**config.mk**
```make
export PLATFORM = sky130hd
export DESIGN_NAME = wfill_seq
export DESIGN_NICKNAME = d
export VERILOG_FILES = /design/src/rtl/wfill_pkg.sv /design/src/rtl/wfill_fsm.sv /design/src/rtl/wfill_counter.sv /design/src/rtl/wfill_addr.sv /design/src/rtl/wfill_seq.sv
export SDC_FILE = /design/constraint.sdc
export NUM_CORES = 1
export LEC_CHECK = 0
export BUFFER_PORTS_ARGS = -buffer_cell sky130_fd_sc_hd__buf_2
export CAP_MARGIN = 40
export CORE_MARGIN = 4
export CORE_UTILIZATION = 50
export DETAILED_ROUTE_END_ITERATION = 10
export HOLD_SLACK_MARGIN = 0.03
export PLACE_DENSITY = 0.81
export SLEW_MARGIN = 20
export SYNTH_ARGS = -nofsm -noshare
export SYNTH_HDL_FRONTEND = slang
export SYNTH_SLANG_ARGS = --single-unit
```
**constraint.sdc**
```tcl
create_clock -name clk -period 2.3 [get_ports clk]
set_input_delay 0.115 -clock clk [delete_from_list [all_inputs] [get_ports clk]]
set_output_delay 0.115 -clock clk [all_outputs]
set_load 0.005 [all_outputs]
```
**src/rtl/wfill_pkg.sv**
```systemverilog
package wfill_pkg;
    typedef enum logic [1:0] {
        ST_IDLE  = 2'd0,
        ST_WRITE = 2'd1,
        ST_DONE  = 2'd2
    } wfill_state_e;
endpackage

```
**src/rtl/wfill_fsm.sv**
```systemverilog
module wfill_fsm
    import wfill_pkg::*;
(
    input  logic clk,
    input  logic rst_n,
    input  logic start_i,
    input  logic zero_cnt_i,
    input  logic ack_i,
    input  logic last_i,
    output logic load_o,
    output logic step_o,
    output logic req_o,
    output logic busy_o,
    output logic done_o
);
    typedef struct packed {
        wfill_state_e st;
        logic         req;
        logic         done;
    } fsm_t;

    fsm_t cur_q, nxt_d;

    always_comb begin
        nxt_d  = cur_q;
        load_o = 1'b0;
        step_o = 1'b0;
        case (cur_q.st)
            ST_IDLE: begin
                if (start_i) begin
                    load_o   = 1'b1;
                    nxt_d.st = zero_cnt_i ? ST_DONE : ST_WRITE;
                end
            end
            ST_WRITE: begin
                if (ack_i) begin
                    step_o = 1'b1;
                    if (last_i) begin
                        nxt_d.st = ST_DONE;
                    end
                end
            end
            ST_DONE:  nxt_d.st = ST_IDLE;
            default:  nxt_d.st = ST_IDLE;
        endcase
        nxt_d.req  = (nxt_d.st == ST_WRITE);
        nxt_d.done = (nxt_d.st == ST_DONE);
    end

    always_ff @(posedge clk or negedge rst_n) begin
        if (!rst_n) begin
            cur_q <= '{st: ST_IDLE, req: 1'b0, done: 1'b0};
        end else begin
            cur_q <= nxt_d;
        end
    end

    assign req_o  = cur_q.req;
    assign done_o = cur_q.done;
    assign busy_o = (cur_q.st != ST_IDLE);

    // completion is a single-cycle pulse
    p_done_pulse_r8: assert property (@(posedge clk) disable iff (!rst_n)
        done_o |=> !done_o);

    // zero-length run completes at once without a request
    p_zero_run_r6: assert property (@(posedge clk) disable iff (!rst_n)
        (start_i && !busy_o && zero_cnt_i) |=> (done_o && !req_o));

    // a start seen while busy does not reload operands
    p_busy_start_r10: assert property (@(posedge clk) disable iff (!rst_n)
        busy_o |-> !load_o);
endmodule

```
**src/rtl/wfill_counter.sv**
```systemverilog
module wfill_counter #(
    parameter int CNT_W = 5
) (
    input  logic             clk,
    input  logic             rst_n,
    input  logic             load_i,
    input  logic [CNT_W-1:0] cnt_i,
    input  logic             step_i,
    output logic             zero_o,
    output logic             last_o
);
    typedef struct packed {
        logic [CNT_W-1:0] rem;
    } cnt_t;

    localparam logic [CNT_W-1:0] ONE = CNT_W'(1);

    cnt_t cur_q, nxt_d;

    always_comb begin
        nxt_d = cur_q;
        if (load_i) begin
            nxt_d.rem = cnt_i;
        end else if (step_i) begin
            nxt_d.rem = cur_q.rem - ONE;
        end
    end

    always_ff @(posedge clk or negedge rst_n) begin
        if (!rst_n) begin
            cur_q <= '0;
        end else begin
            cur_q <= nxt_d;
        end
    end

    assign zero_o = (cnt_i == '0);
    assign last_o = (cur_q.rem == ONE);

    // the controller never accepts a write beyond the loaded count
    p_no_extra_write_r3: assert property (@(posedge clk) disable iff (!rst_n)
        step_i |-> (cur_q.rem != '0));
endmodule

```
**src/rtl/wfill_addr.sv**
```systemverilog
module wfill_addr #(
    parameter int ADDR_W = 32,
    parameter int DATA_W = 32,
    parameter int STEP   = 4
) (
    input  logic              clk,
    input  logic              rst_n,
    input  logic              load_i,
    input  logic              step_i,
    input  logic [ADDR_W-1:0] base_i,
    input  logic [ADDR_W-1:0] offset_i,
    input  logic [DATA_W-1:0] data_i,
    output logic [ADDR_W-1:0] addr_o,
    output logic [DATA_W-1:0] data_o
);
    localparam logic [ADDR_W-1:0] INC = ADDR_W'(STEP);

    typedef struct packed {
        logic [ADDR_W-1:0] addr;
        logic [DATA_W-1:0] data;
    } ad_t;

    ad_t cur_q, nxt_d;

    always_comb begin
        nxt_d = cur_q;
        if (load_i) begin
            nxt_d.addr = base_i + offset_i;
            nxt_d.data = data_i;
        end else if (step_i) begin
            nxt_d.addr = cur_q.addr + INC;
        end
    end

    always_ff @(posedge clk or negedge rst_n) begin
        if (!rst_n) begin
            cur_q <= '0;
        end else begin
            cur_q <= nxt_d;
        end
    end

    assign addr_o = cur_q.addr;
    assign data_o = cur_q.data;

    // the captured value changes only when a run is loaded
    p_data_captured_r9: assert property (@(posedge clk) disable iff (!rst_n)
        !load_i |=> $stable(data_o));
endmodule

```
**src/rtl/wfill_seq.sv**
```systemverilog
module wfill_seq #(
    parameter int ADDR_W = 32,
    parameter int DATA_W = 32,
    parameter int REG_W  = 32,
    parameter int CNT_W  = 5,
    parameter int STEP   = 4
) (
    input  logic              clk,
    input  logic              rst_n,
    input  logic              start_i,
    input  logic [ADDR_W-1:0] base_i,
    input  logic [ADDR_W-1:0] offset_i,
    input  logic [REG_W-1:0]  count_i,
    input  logic [DATA_W-1:0] data_i,
    output logic              wr_req_o,
    output logic [ADDR_W-1:0] wr_addr_o,
    output logic [DATA_W-1:0] wr_data_o,
    input  logic              wr_ack_i,
    output logic              busy_o,
    output logic              done_o
);
    logic load_w, step_w, zero_w, last_w;

    wfill_fsm u_fsm (
        .clk        (clk),
        .rst_n      (rst_n),
        .start_i    (start_i),
        .zero_cnt_i (zero_w),
        .ack_i      (wr_ack_i),
        .last_i     (last_w),
        .load_o     (load_w),
        .step_o     (step_w),
        .req_o      (wr_req_o),
        .busy_o     (busy_o),
        .done_o     (done_o)
    );

    wfill_counter #(.CNT_W(CNT_W)) u_cnt (
        .clk    (clk),
        .rst_n  (rst_n),
        .load_i (load_w),
        .cnt_i  (count_i[CNT_W-1:0]),
        .step_i (step_w),
        .zero_o (zero_w),
        .last_o (last_w)
    );

    wfill_addr #(.ADDR_W(ADDR_W), .DATA_W(DATA_W), .STEP(STEP)) u_addr (
        .clk      (clk),
        .rst_n    (rst_n),
        .load_i   (load_w),
        .step_i   (step_w),
        .base_i   (base_i),
        .offset_i (offset_i),
        .data_i   (data_i),
        .addr_o   (wr_addr_o),
        .data_o   (wr_data_o)
    );

    // an unacknowledged request holds with stable address and data
    p_req_hold_r7: assert property (@(posedge clk) disable iff (!rst_n)
        (wr_req_o && !wr_ack_i) |=> (wr_req_o && $stable(wr_addr_o) && $stable(wr_data_o)));

    // the next request after an accepted write is 4 bytes higher
    p_addr_step_r5: assert property (@(posedge clk) disable iff (!rst_n)
        (wr_req_o && wr_ack_i) |=> (!wr_req_o || (wr_addr_o == $past(wr_addr_o) + ADDR_W'(STEP))));

    // data does not change between writes of one run
    p_data_same_r4: assert property (@(posedge clk) disable iff (!rst_n)
        (wr_req_o && $past(wr_req_o)) |-> $stable(wr_data_o));

    // no request coincides with completion
    p_no_req_done_r6: assert property (@(posedge clk) disable iff (!rst_n)
        done_o |-> !wr_req_o);
endmodule

```
After elaboration in Yosys (flattened, before gate mapping)
Cells that the tools add are included.
W data, S select, Z words.
Word-level totals
  bits in registers: 73
  latch bits: 0
  bits in writable memories: 0
  bits in read-only memories: 0
  input bits: 132
  output and inout port bits: 67
  logic and storage cells: 30
  memories kept: 0
Cells by class
  $add $sub $neg: 3
  multipliers: 0
  div/mod/pow operators: 0
  order comparisons: 0
  eq/ne operators: 4
  shift-type cells: 0
  mux-type cells: 13
  bitwise logic cells: 0
  reductions and logical operators: 4
Operators with widths (number)
  $mux W32: 2
  $add A32 B3 Y32 const B: 1
  $add A32 B32 Y32: 1
  $mux W5: 2
  $mux W2: 4
  $eq A5 B1 Y1 const B: 1
  $logic_not A5 Y1: 1
  $sub A5 B1 Y5 const B: 1
  $eq A2 B1 Y1 const B: 2
  $mux W1: 4
  $pmux W2 S2: 1
  $reduce_bool A2 Y1: 2
  $eq A2 B2 Y1 const B: 1
  $logic_not A2 Y1: 1

Logic depth before layout (Yosys ltp)
  depth after elaboration: 5
  mapped depth: 10
  gate-level depth less buffers: 10

By module
Synthesis repeated with hierarchy kept, for this count alone.
Unflattened totals
  cells, all modules: 536
  area total of the unflattened synthesis: 5078.6 um^2
Modules (own cells, without submodules)
  wfill_addr: times used 1, cells an instance 487, area each 4590.7 um^2, seq. area each 1601.5 um^2
  wfill_counter: times used 1, cells an instance 31, area each 311.5 um^2, seq. area each 125.1 um^2
  wfill_fsm: times used 1, cells an instance 18, area each 176.4 um^2, seq. area each 100.1 um^2

Worst setup path before layout
OpenSTA, ideal clock, no wires.
  path type: in2reg
  start point: in base_i[0]
  end point: reg u_addr.cur_q (netlist bit u_addr.addr_o[30])
  setup time: 120 ps
  data arrival time: 2084 ps
  required time: 2180 ps
  slack: 96 ps
  stages on the path: 10
  path buffers: 0
  cells stage by stage: ha_1 > inv_1 > fa_1 > nand2b_1 > a21oi_1 > o21ai_0 > nand3_1 > a32oi_1 > or4_1 > and3_1
Between the ends
  cells in the longest elaborated chain, start to end: 2
Ends and longest elaborated chain
  from (decl): RTL line wfill_seq.sv:11  | input logic [ADDR_W-1:0] base_i,
  $add A32 B32 Y32: RTL line wfill_addr.sv:28  | nxt_d.addr = base_i + offset_i;
  $mux W32: RTL line wfill_addr.sv:27  | if (load_i) begin
  to (signal assigned): RTL line wfill_addr.sv:39  | cur_q <= nxt_d;
  to (decl): RTL line wfill_addr.sv:23  | ad_t cur_q, nxt_d;
Every way passes these cells.
A chain may end at the register's enable or synchronous reset.

Worst setup path in the final report
  start point: reg u_addr.cur_q (netlist bit u_addr.addr_o[2])
  end point: reg u_addr.cur_q (netlist bit u_addr.addr_o[30])
Between the ends
  cells in the longest elaborated chain, start to end: 3
Ends and longest elaborated chain
  $add A32 B3 Y32: RTL line wfill_addr.sv:31  | nxt_d.addr = cur_q.addr + INC;
  $mux W32: RTL line wfill_addr.sv:30  | end else if (step_i) begin
  $mux W32: RTL line wfill_addr.sv:27
Every way passes these cells. The select of a mux whose other input is x is not followed.

==> flow_metrics.tcl <==
set metrics [dict create \
    yosysWarningCount 0 \
    post_cts_buffers 0 \
    path_cells "ha_1 -> nand4_1 -> nor4b_1 -> and3_1 -> nand3_1 -> xor2_1 -> o21ai_0 -> and3_1" \
    grt_overflow 0 \
    hold_path.class "input port to flip-flop" \
    fmax_mhz 456 \
    syn_nets 816 \
    core_mm2 0.0103 \
    die_h_um 111 \
    hold_viol 0 \
    ir_drop_mv 0.507 \
    synth-edff-count 0 \
    critical-path-top-delay-family "simple AND/OR/NAND/NOR gates" \
    p_leak_nw 3.48 \
    dp_hpwl_mm 12.2 \
    synth_top_family_by_area "simple AND/OR/NAND/NOR gates" \
    whs_ps 41.1 \
    slowest_delay_ps 480 \
    drive_above_1_share_pct 27.1 \
    synth.area.mux_share_pct 0.569 \
    area_delta_synth_final_pct 33.7 \
    final_cells 1018 \
    cts.sinks 73 \
    synthAdderAreaFrac_pct 8.44 \
    synth_ff_type "dfrtp_1" \
    dp_cells 964 \
    diodes 0 \
    power_mw 6.64 \
    grt_max_degree 39 \
    dr.pass1.iters 6 \
    yosysSeqAreaShare_pct 34.6 \
    final_cell_mix "buf_2 (171), nand2_1 (157), dfrtp_1 (73)" \
    finClkSkew_ps 7.40 \
    antenna_found_initial 0 \
    netlist_instances 649 \
    syn_area_mm2 0.00528 \
    crit_path_start_kind "flip-flop" \
    clk_pin_slew_ps 80 \
    rrSetupSlack_ps 110 \
    first_iter_violations 453 \
    ys_async_sr_fraction_pct 100 \
    final.fill_count 808 \
    io_pins 199 \
    post-route-min-period_ps 2190 \
    synth_xor_area_share_pct 7.47 \
    setup_viol 0 \
    cts_root_buffer "clkbuf_8" \
    cp.required_ps 2590 \
    crit_buf_inv 0 \
    dpl_cell_area_mm2 0.00642 \
    critPathMostFrequentCell "and3_1" \
    outcome "completed" \
    mostFrequentLayoutCell "buf_2" \
    gp_congestion 0.937 \
    routedWlPerCell_um 16.4 \
    cp.arrival_ps 2490 \
    synth_compound_area_share_pct 18.9 \
    synth_area_leaders "dfrtp_1 (35%), nand2_1 (11%), ha_1 (8.1%)" \
    cts_tree "built" \
    layout.nets 1044 \
    criticalPathCategory "flip-flop to flip-flop" \
    avgSynthCellArea_um2 8.13 \
    ant_nets 0 \
    cp-end-kind "flip-flop" \
    power_density_mw_per_mm2 941 \
    rows 37 \
    maxSlewViolCount 0 \
    die_w_um 111 \
    fin_area_mm2 0.00705 \
    clkLatencyLatePin_ps 360 \
    cap_viol_max_count 0 \
    synth_top_area_share_pct 34.6 \
    vias_per_cell 5.68 \
    slowest_stage "nor4b_1" \
    clock_path_buffers 2 \
    grt_pass1_wl_mm 28.0 \
    dieArea_mm2 0.0123 \
    maxSlewHeadroom_pct 60.7 \
    port_buffers 171 \
    synth_area_leader_cell "dfrtp_1" \
    post-route-drc-count 0 \
    yosys.area_share.simple_pct 25.7 \
    track_usage_pct 27.3 \
    tightest_slew_ps 589 \
    num_vias 5780 \
    crit_fanout 5 \
    ys_ff_latch 73 \
    min_period_over_period_pct 95.3 \
    cts_buffers 9 \
    grt_pass1_vias 5801 \
    htreeDepth 3 \
    initial_utilization_pct 51.3 \
    routed_wl_mm 16.7 \
    synth_cell_type_count 62 \
    rsz0062_at_grt "true" \
]
## power breakdown
part | total, mW | switching (mW) | internal, mW
clock | 1.23 | 0.501 | 0.726
combinational | 2.99 | 1.66 | 1.33
sequential | 2.42 | 0.542 | 1.88
## final cells by class
type / instances / area [µm²] / area share [%]
tap: 136 / 170 / 2.41
sequential: 73 / 1830 / 25.9
clock buffer: 10 / 128 / 1.81
multi-input combinational: 531 / 3230 / 45.9
timing repair buffer: 247 / 1520 / 21.6
inverter: 15 / 56.3 / 0.799
clock inverter: 6 / 115 / 1.63
## final timing paths
check / startpoint / end / depth (start not counted)
setup / recovery: u_addr.addr_o[2]$_DFFE_PN0P_ / u_addr.addr_o[30]$_DFFE_PN0P_ / 8
hold / removal: count_i[0] / u_cnt.cur_q[0]$_DFFE_PN0P_ / 3
setup reg to reg: u_addr.addr_o[2]$_DFFE_PN0P_ / u_addr.addr_o[30]$_DFFE_PN0P_ / 8
hold reg to reg: u_addr.data_o[2]$_DFFE_PN0P_ / u_addr.data_o[2]$_DFFE_PN0P_ / 2
max in group asynchronous: rst_n / u_addr.addr_o[12]$_DFFE_PN0P_ / 3
min in group asynchronous: rst_n / u_addr.data_o[0]$_DFFE_PN0P_ / 2
## registers in the layout (all words and copies together), names as in the netlist
name / flops
u_addr.addr_o: 32
u_addr.data_o: 32
u_cnt.cur_q: 5
u_fsm.cur_q: 2
u_fsm.done_o: 1
u_fsm.req_o: 1
## metal layers
metal	track usage, %	vias up	part of all wire (%)
met2	47.2	267	49
met5	0	-	0
met1	33.2	2695	41
met3	4.86	57	6.7
li1	-	2761	-
met4	11.8	0	3.2
## synthesized netlist by cell type (all sizes together), types with 3 or more instances
cell / count
ha: 34
nand4: 12
a21boi: 6
inv: 15
nor2b: 3
a211oi: 7
xnor2: 19
o211ai: 9
a22oi: 3
and4: 6
nand2: 159
a21oi: 43
a311oi: 3
or4: 4
and3: 11
o21bai: 5
nand3: 24
mux2i: 3
o21ai: 42
o31ai: 5
clkbuf: 24
nor3: 15
a41oi: 3
nand2b: 5
nor2: 36
dfrtp: 73
xor2: 26
or3: 3
nor4: 6
buf: 5
nor4b: 3
a21o: 8
## worst reg2reg max path, delay by kind of cell, from the launching register on
kind                       cells  cell delay, ps
adders and majority gates      1             240
DFF                            1             410
and+or+nand+nor                5            1170
xor gates and xnor gates       1             160
AOI/OAI and AO/OA              1             160
## timing repair
| action | CTS | global route |
|---|---|---|
| resized for setup | 0 | 2 |
| endpoints found under the hold margin | 63 | 0 |
| hold buffers | 38 | 0 |
| setup endpoints to repair | 0 | 5 |
## cell families (layout without fill, tap and decap cells)
| group | Yosys count | after routing |
|---|---|---|
| xor+xnor | 45 | 45 |
| flops | 73 | 73 |
| fa+ha+maj | 35 | 35 |
| buf+inv | 45 | 278 |
| mux | 3 | 3 |
| simple gates | 295 | 295 |
| compound gates | 153 | 153 |
## stage by stage
stage	setup slack, ps	utilization (%)	TNS (ps)
5_1_grt	-31.0	68.6	-50.0
4_1_cts	142	68.6	0
2_1_floorplan	95.9	-	0
3_3_place_gp	-115	62.5	-295
6_report	108	68.6	0
3_5_place_dp	-173	62.5	-755
(Power assumes the default switching activity.)
